==> src/rtl/afr_pkg.sv <==
// Shared types for the bridge ADC frame reader.
package afr_pkg;
    typedef enum logic [1:0] {
        ST_IDLE  = 2'd0,
        ST_ARMED = 2'd1,
        ST_SHIFT = 2'd2
    } rd_state_e;
endpackage

==> src/rtl/afr_sync2.sv <==
// Two-flop synchronizer for the shared ready/data line.
// Assumes the line idles high; both flops reset to 1 so no false ready is seen.
module afr_sync2 (
    input  logic clk,
    input  logic rst_n,
    input  logic d_i,
    output logic q_o
);
    logic meta_q;

    // Move the asynchronous line into the clock domain over two stages.
    always_ff @(posedge clk) begin
        if (!rst_n) begin
            meta_q <= 1'b1;
            q_o    <= 1'b1;
        end else begin
            meta_q <= d_i;
            q_o    <= meta_q;
        end
    end
endmodule

==> src/rtl/afr_sclk_gen.sv <==
// Serial clock generator. While en_i is high it produces a clock with a low
// phase of LOW_CNT cycles and a high phase of HIGH_CNT cycles. The first
// falling edge comes one cycle after en_i rises. rise_o marks the cycle whose
// closing edge drives sclk high, which is when the data is sampled.
// Assumes LOW_CNT >= 3 so the synchronized line settles before sampling.
module afr_sclk_gen #(
    parameter int HIGH_CNT = 20,
    parameter int LOW_CNT  = 20
) (
    input  logic clk,
    input  logic rst_n,
    input  logic en_i,
    output logic sclk_o,
    output logic rise_o
);
    localparam int MAXC = (HIGH_CNT > LOW_CNT) ? HIGH_CNT : LOW_CNT;
    localparam int CW   = $clog2(MAXC + 1);

    logic [CW-1:0] cnt_q;

    assign rise_o = en_i && !sclk_o && (cnt_q == CW'(LOW_CNT - 1));

    // Phase counter: idle high, then alternate low and high phases.
    always_ff @(posedge clk) begin
        if (!rst_n || !en_i) begin
            sclk_o <= 1'b1;
            cnt_q  <= CW'(HIGH_CNT - 1);
        end else if (sclk_o) begin
            if (cnt_q == CW'(HIGH_CNT - 1)) begin
                sclk_o <= 1'b0;
                cnt_q  <= '0;
            end else begin
                cnt_q <= cnt_q + 1'b1;
            end
        end else begin
            if (cnt_q == CW'(LOW_CNT - 1)) begin
                sclk_o <= 1'b1;
                cnt_q  <= '0;
            end else begin
                cnt_q <= cnt_q + 1'b1;
            end
        end
    end

    AST_LOW_HOLD: assert property (@(posedge clk) disable iff (!rst_n)
        $fell(sclk_o) |=> !sclk_o);
endmodule

==> src/rtl/afr_frame_chk.sv <==
// Shifts in one frame, splits it into result and status, and judges validity.
// clr_i restarts the bit count; sample_i captures bit_i. last_o flags the
// final sample so the controller can return to idle.
module afr_frame_chk #(
    parameter int DATA_W = 20,
    parameter int STAT_W = 8
) (
    input  logic              clk,
    input  logic              rst_n,
    input  logic              clr_i,
    input  logic              sample_i,
    input  logic              bit_i,
    input  logic [STAT_W-1:0] exp_i,
    input  logic [STAT_W-1:0] mask_i,
    output logic              last_o,
    output logic [DATA_W-1:0] data_o,
    output logic [STAT_W-1:0] stat_o,
    output logic              valid_o,
    output logic              err_o
);
    localparam int FRAME_W = DATA_W + STAT_W;
    localparam int BCW     = $clog2(FRAME_W + 1);

    logic [FRAME_W-1:0] sh_q;
    logic [FRAME_W-1:0] word_nxt;
    logic [BCW-1:0]     cnt_q;

    assign word_nxt = {sh_q[FRAME_W-2:0], bit_i};
    assign last_o   = sample_i && (cnt_q == BCW'(FRAME_W - 1));

    // Shift register and bit counter for the frame in progress.
    always_ff @(posedge clk) begin
        if (!rst_n || clr_i) begin
            sh_q  <= '0;
            cnt_q <= '0;
        end else if (sample_i) begin
            sh_q  <= word_nxt;
            cnt_q <= last_o ? '0 : cnt_q + 1'b1;
        end
    end

    // Register the finished frame, its verdict and the strobe.
    always_ff @(posedge clk) begin
        if (!rst_n) begin
            data_o  <= '0;
            stat_o  <= '0;
            err_o   <= 1'b0;
            valid_o <= 1'b0;
        end else begin
            valid_o <= last_o;
            if (last_o) begin
                data_o <= word_nxt[FRAME_W-1:STAT_W];
                stat_o <= word_nxt[STAT_W-1:0];
                err_o  <= (&word_nxt) ||
                          (|((word_nxt[STAT_W-1:0] ^ exp_i) & mask_i));
            end
        end
    end

    AST_RESULT_HELD: assert property (@(posedge clk) disable iff (!rst_n)
        !$past(last_o) |-> $stable(data_o) && $stable(stat_o));
endmodule

==> src/rtl/adc_frame_reader.sv <==
// Host-side reader for a two-wire sigma-delta converter whose data line also
// signals ready. start_i arms one read. The ready level is watched only while
// armed and outside the hold-off window that follows cfg_chg_i.
module adc_frame_reader #(
    parameter int DATA_W     = 20,
    parameter int STAT_W     = 8,
    parameter int HIGH_CNT   = 20,
    parameter int LOW_CNT    = 20,
    parameter int SETTLE_CNT = 24000000
) (
    input  logic              clk,
    input  logic              rst_n,
    input  logic              start_i,
    input  logic              cfg_chg_i,
    input  logic [STAT_W-1:0] exp_stat_i,
    input  logic [STAT_W-1:0] stat_mask_i,
    input  logic              ser_line_i,
    output logic              sclk_o,
    output logic [DATA_W-1:0] data_o,
    output logic [STAT_W-1:0] stat_o,
    output logic              valid_o,
    output logic              err_o
);
    import afr_pkg::*;

    localparam int SW = $clog2(SETTLE_CNT + 1);

    rd_state_e     state_q;
    logic [SW-1:0] settle_q;
    logic          line_s;
    logic          go;
    logic          rise;
    logic          last;

    assign go = (state_q == ST_ARMED) && (settle_q == '0) && !line_s;

    afr_sync2 u_sync (
        .clk   (clk),
        .rst_n (rst_n),
        .d_i   (ser_line_i),
        .q_o   (line_s)
    );

    afr_sclk_gen #(.HIGH_CNT(HIGH_CNT), .LOW_CNT(LOW_CNT)) u_sclk (
        .clk    (clk),
        .rst_n  (rst_n),
        .en_i   (state_q == ST_SHIFT),
        .sclk_o (sclk_o),
        .rise_o (rise)
    );

    afr_frame_chk #(.DATA_W(DATA_W), .STAT_W(STAT_W)) u_chk (
        .clk      (clk),
        .rst_n    (rst_n),
        .clr_i    (go),
        .sample_i (rise),
        .bit_i    (line_s),
        .exp_i    (exp_stat_i),
        .mask_i   (stat_mask_i),
        .last_o   (last),
        .data_o   (data_o),
        .stat_o   (stat_o),
        .valid_o  (valid_o),
        .err_o    (err_o)
    );

    // Hold-off counter reloaded by each configuration change.
    always_ff @(posedge clk) begin
        if (!rst_n) begin
            settle_q <= '0;
        end else if (cfg_chg_i) begin
            settle_q <= SW'(SETTLE_CNT);
        end else if (settle_q != '0) begin
            settle_q <= settle_q - 1'b1;
        end
    end

    // Read sequencer: arm, wait for ready, shift one frame.
    always_ff @(posedge clk) begin
        if (!rst_n) begin
            state_q <= ST_IDLE;
        end else begin
            case (state_q)
                ST_IDLE:  if (start_i) state_q <= ST_ARMED;
                ST_ARMED: if (go)      state_q <= ST_SHIFT;
                ST_SHIFT: if (last)    state_q <= ST_IDLE;
                default:               state_q <= ST_IDLE;
            endcase
        end
    end

    AST_UNARMED_NO_SHIFT: assert property (@(posedge clk) disable iff (!rst_n)
        (state_q == ST_IDLE) |=> (state_q != ST_SHIFT));
    AST_IDLE_SCLK_HIGH: assert property (@(posedge clk) disable iff (!rst_n)
        (state_q != ST_SHIFT) && ($past(state_q) != ST_SHIFT) |-> sclk_o);
    AST_VALID_SINGLE: assert property (@(posedge clk) disable iff (!rst_n)
        valid_o |=> !valid_o);
    AST_SETTLE_BLOCKS: assert property (@(posedge clk) disable iff (!rst_n)
        (state_q == ST_ARMED) && (settle_q != '0) |=> (state_q != ST_SHIFT));
    AST_FRAME_ENDS_IDLE: assert property (@(posedge clk) disable iff (!rst_n)
        valid_o |-> (state_q == ST_IDLE));
endmodule

==> config.mk <==
export PLATFORM = sky130hd
export DESIGN_NAME = adc_frame_reader
export DESIGN_NICKNAME = d
export VERILOG_FILES = /design/src/rtl/afr_pkg.sv /design/src/rtl/afr_sync2.sv /design/src/rtl/afr_sclk_gen.sv /design/src/rtl/afr_frame_chk.sv /design/src/rtl/adc_frame_reader.sv
export SDC_FILE = /design/constraint.sdc
export NUM_CORES = 1
export LEC_CHECK = 0
export BUFFER_PORTS_ARGS = -buffer_cell sky130_fd_sc_hd__buf_2
export CORE_ASPECT_RATIO = 0.75
export CORE_MARGIN = 5
export CORE_UTILIZATION = 45
export CTS_CLUSTER_DIAMETER = 30
export DETAILED_ROUTE_END_ITERATION = 6
export GPL_ROUTABILITY_DRIVEN = 1
export SYNTH_ARGS = -nofsm -noshare
export SYNTH_HDL_FRONTEND = slang
export SYNTH_SLANG_ARGS = --single-unit
==> constraint.sdc <==
create_clock -name clk -period 3.7 [get_ports clk]
set_input_delay 0.37 -clock clk [delete_from_list [all_inputs] [get_ports clk]]
set_output_delay 0.37 -clock clk [all_outputs]
set_load 0.02 [all_outputs]
==> results of run 1 <==
final cells by class:
cell class,count,share of cell area
flip-flops and latches,97,0.404
clock buffers,11,0.0526
inverters,8,0.00625
clock inverters,5,0.0162
well taps,112,0.0292
multi-input cells,355,0.430
repair buffers,56,0.0610
layout by cell type, fill, tap and decap left out, drive strengths merged, types with 3 or more instances in the layout:
master	Yosys	routed
nand2b	7	7
a21boi	29	29
nand4	17	17
a21oi	39	39
clkbuf	16	11
nor2b	4	4
o21ai	10	10
and4	3	3
nand3	4	4
o21a	5	5
o211ai	5	5
nor3	16	16
and2	3	3
inv	8	8
a311o	3	3
o31ai	3	3
nor2	19	19
or4	3	3
buf	10	56
a22oi	4	4
nand2	124	124
xor2	20	20
dfxtp	97	97
ha	3	3
nor4	5	5
xnor2	7	7
cells in the mapped netlist (4+ instances only):
library cell,number,share of area
nor3_1,13,0.016
clkbuf_1,16,0.014
nor2_1,19,0.017
xor2_1,20,0.042
buf_2,6,0.0072
a21boi_0,25,0.045
xnor2_1,7,0.015
a22oi_1,4,0.0072
nor2b_1,4,0.0060
o21ai_0,7,0.0084
nand2b_1,7,0.011
o21a_1,5,0.0091
nand3_1,4,0.0048
dfxtp_1,97,0.47
nand2_1,123,0.11
a21oi_1,39,0.047
nand4_1,17,0.026
o211ai_1,5,0.0091
inv_1,8,0.0072
sequential cells by signal, summed over array words and instances (netlist names), 2 cells and up:
| register | flops |
|---|---|
| u_chk.sh_q | 27 |
| settle_q | 25 |
| u_chk.data_o | 20 |
| u_chk.stat_o | 8 |
| u_chk.cnt_q | 5 |
| u_sclk.cnt_q | 5 |
| state_q | 2 |
critical path: stages (launching register included):
cell       delay, ps
dfxtp_1          350
ha_1             240
nand4bb_1        250
nor3_4           210
buf_4            340
nand4_1          480
buf_4            390
nand2_1           90
a21boi_0          80
per-layer routing:
metal | wire length (µm) | global-route usage | part of all wire
met1 | 4790 | 0.246 | 0.52
met2 | 3790 | 0.253 | 0.41
met3 | 446 | 0.0544 | 0.049
met4 | 108 | 0.0481 | 0.012
met5 | 0 | 0 | 0
through the flow:
stage	utilization	setup WS [ps]	power [mW]	instance area [µm²]
2_1_floorplan	-	1640	1.27	4150
3_3_place_gp	0.496	1260	1.31	4470
3_5_place_dp	0.496	1140	1.31	4470
4_1_cts	0.533	1110	2.33	4800
5_1_grt	0.533	880	2.40	4800
6_report	0.533	1130	2.31	4800
cells by family after synthesis:
| logic type | share of synthesized area |
|---|---|
| AOI/OAI and AO/OA | 0.174 |
| buffers and inverters | 0.0353 |
| muxes | 0.00241 |
| xor gates and xnor gates | 0.0570 |
| and+or+nand+nor | 0.254 |
| adders and majority gates | 0.00905 |
| DFF | 0.468 |
where the power goes:
part	total, mW	internal [mW]	switching, mW
combinational	0.194	0.0812	0.113
sequential	1.10	1.07	0.0289
clock	1.02	0.626	0.391
final timing paths:
check | startpoint | end | slack (ps)
worst max-delay path | u_sclk.cnt_q[0] | u_chk.stat_o[3] | 1130
worst min-delay path | ser_line_i | u_sync.meta_q | 230
worst max register to register | u_sclk.cnt_q[0] | u_chk.stat_o[3] | 1130
worst min register to register | u_sync.meta_q | u_sync.q_o | 420
==> results.cfg, run 1 <==
[run_status]
status = finished, final reports clean

[pwr]
ir_drop_uv = 199
cellLeakagePower_nw = 1.81
pwr_density_cell_nw_per_um2 = 481

[floorplanning]
ios = 52
core_um2 = 9010
die-area_um2 = 11300
die_w_um = 121
die-height_um = 93.1
rows = 30
start_util = 0.460

[global_routing]
grt_max_degree = 49
gr-total-overflow = 0
antenna_found_initial = 0
grt_pass1_vias = 3191
track_usage = 0.173
grt_pass1_wl_um = 15700

[worst_setup_path]
start_kind = register
reg2reg_depth = 8
worstPathRequired_ps = 3930
worst_setup_path_end_kind = register
cp_max_fo = 34
critPathKind = reg -> reg
crit_arrival_ps = 2800

[cells_and_area]
layout-drive-gt1-share = 0.158
multiInputGateArea_um2 = 2070
seq_area_um2 = 1940
n_antenna_cell = 0
nNetsFinal = 551
fin_cells = 644
fillCellCount = 843
area_growth_pct = 15.7

[timing]
slew-limit-headroom = 0.361
finalSetupViolCount = 0
finClkSkew_ps = 5.32
whs_ps = 229
worstMarginPinSlew_ps = 959
fin_crit_sh = 0.694
hold_viol = 0
slew_viol_final = 0
period_minus_slack_ps = 2570
fmax_mhz = 389
rsz0062_at_grt = no
tns_ps = 0

[route]
vias = 3427
wl_per_cell_um = 14.2
firstDrtPassIters = 5
drt-initial-drc-count = 241
via_per_inst = 5.32
ant_nets = 0
wl_um = 9130
post-route-drc-count = 0

[cts]
cts-buffers-inserted = 9
cts_tree = done
clockBufferDepth = 2
cts_setup_buffers = 0
clk_root_buffer_cell = clkbuf_16
path_clk_slew_ps = 70
holdBufCountCts = 0
cts_sinks = 97
cts-htree-levels = 3
clock_latency_ps = 340
cts_resized = 0

[yosys]
synth_edf_count = 0
synth_seq_cells = 97
netlist_area_um2 = 4150
yosysWarnings = 0
avgSynthCellArea_um2 = 8.53
synth.distinct_cells = 54
synthFlopType = dfxtp_1
synth-seq-area-share = 0.468
synth_nets = 510
async_reset_ff_frac = 0
syn_inst = 486

[min_path]
hold_class = in -> reg
worst_hold_path.num_cells = 2

[placed_design]
placed_cells = 628
gp_congestion = 0.781
dp_hpwl_um = 6300
io_buffers = 51

[job]
maxCapViolations = 0
No activity file was read; power rests on OpenSTA's default activity.
==> run 2, diff against run 1 <==
- PLACE_DENSITY: default -> 0.67
- clock period: 3.7 -> 2.05 ns (I/O delays scaled with it)
==> results.cfg, run 2 (synthesis results as in run 1) <==
[run_status]
status = finished, final reports clean

[placed_design]
place_area_um2 = 4710
io_buffers = 51
gp_congestion = 0.903
dpl_worst_slack_ps = -27.7
dp_hpwl_um = 6700
placed_cells = 657

[cts]
holdBufCountCts = 0
clockBufferDepth = 2
cts-buffers-inserted = 9
cts-htree-levels = 3
cts_tree = done
path_clk_slew_ps = 70
clock_latency_ps = 330
clk_root_buffer_cell = clkbuf_16
cts_sinks = 97

[timing]
fmax_mhz = 493
finalSetupViolCount = 0
finalWorstSetupSlack_ps = 20.9
whs_ps = 54.4
tns_ps = 0
worstMarginPinSlew_ps = 656
period_minus_slack_ps = 2030
slew-limit-headroom = 0.563
rsz0062_at_grt = yes
fin_crit_sh = 0.990
hold_viol = 0
slew_viol_final = 0
finClkSkew_ps = 8.31

[floorplanning]
start_util = 0.460
die_w_um = 121
rows = 30
ios = 52
die-area_um2 = 11300
die-height_um = 93.1
core_um2 = 9010

[route]
wl_um = 9700
ant_nets = 0
vias = 3667
wl_per_cell_um = 14.3
post-route-drc-count = 0
via_per_inst = 5.42
drt-initial-drc-count = 244
firstDrtPassIters = 5

[job]
maxCapViolations = 0

[pwr]
finalPower_mw = 4.26
p_switching_mw = 0.995
pwr-share-comb = 0.112
intPower_mw = 3.26
clkPwrFrac = 0.426
pwr_density_cell_nw_per_um2 = 823
cellLeakagePower_nw = 2.01
ir_drop_uv = 425
netSwitchingFraction = 0.234
seqPwrFrac = 0.463

[global_routing]
grt_pass1_wl_um = 15600
antenna_found_initial = 0
grt_max_degree = 33
gr-total-overflow = 0
grt_pass1_vias = 3285
track_usage = 0.169

[cells_and_area]
final_cell_mix = nand2_1, dfxtp_1, buf_2
n_antenna_cell = 0
final_common_cell = nand2_1
post-route-util = 0.574
largest_reg_flops = 27
area_growth_pct = 24.6
regMostFlops = u_chk.sh_q
fin_cells = 677
layout-drive-gt1-share = 0.228
nNetsFinal = 585
final_area_um2 = 5170
largestRegisters = u_chk.sh_q x27, settle_q x25, u_chk.data_o x20

[min_path]
hold_class = in -> reg

[worst_setup_path]
worst_setup_path_end_kind = register
max_stage_delay_ps = 550
start_kind = register
path_buf_inv = 2
crit_arrival_ps = 2240
critical-path-slowest-cell = or4_4
crit_family = simple AND/OR/NAND/NOR gates
critPathKind = reg -> reg
cp_max_fo = 16
crit_chain = or4_4 > buf_6 > nor3_4 > nand2_4 > o21ai_4 > buf_12 > nor3_1
worstPathRequired_ps = 2260
==> run 2: worst reg2reg max path: cells and delay by family, from the launching register on <==
family | cells | cell delay (ps)
flops | 1 | 320
simple gates | 4 | 1040
buf+inv | 2 | 320
compound gates | 1 | 220
==> run 2: worst paths after layout <==
path,startpoint,to,slack [ps],depth (start not counted)
hold reg to reg,u_sync.meta_q,u_sync.q_o,430,1
hold / removal,ser_line_i,u_sync.meta_q,50,2
setup / recovery,settle_q[16],u_chk.cnt_q[2],20,7
setup reg to reg,settle_q[16],u_chk.cnt_q[2],20,7
==> run 2: timing repair <==
item | in CTS | in global routing
endpoints found under the hold margin | 0 | 0
pin swaps | 0 | 9
cloned | 0 | 1
gates resized for setup | 1 | 15
endpoints found under the setup margin | 4 | 74
setup buffers | 0 | 4
==> run 2: power groups by stage <==
stage	Sequential [mW]	Clock [mW]	Combinational (mW)
6_report	1.97	1.81	0.475
2_1_floorplan	2.01	0	0.278
5_1_grt	1.98	1.93	0.517
3_5_place_dp	2.01	0	0.442
4_1_cts	1.97	1.85	0.445
3_3_place_gp	2.01	0	0.433
==> run 2: final cells by class <==
class / count / area, µm²
well taps: 112 / 140
inverters: 8 / 30.0
repair buffers: 90 / 598
flip-flops and latches: 97 / 1940
clock buffers: 10 / 239
fillers: 807 / 3840
clock inverters: 5 / 86.3
multi-input cells: 355 / 2130
==> run 2: metal layers <==
| layer | GRT usage | wire, µm |
|---|---|---|
| met5 | 0 | 0 |
| met4 | 0.0481 | 78 |
| met3 | 0.0314 | 519 |
| met2 | 0.251 | 4190 |
| met1 | 0.250 | 4910 |
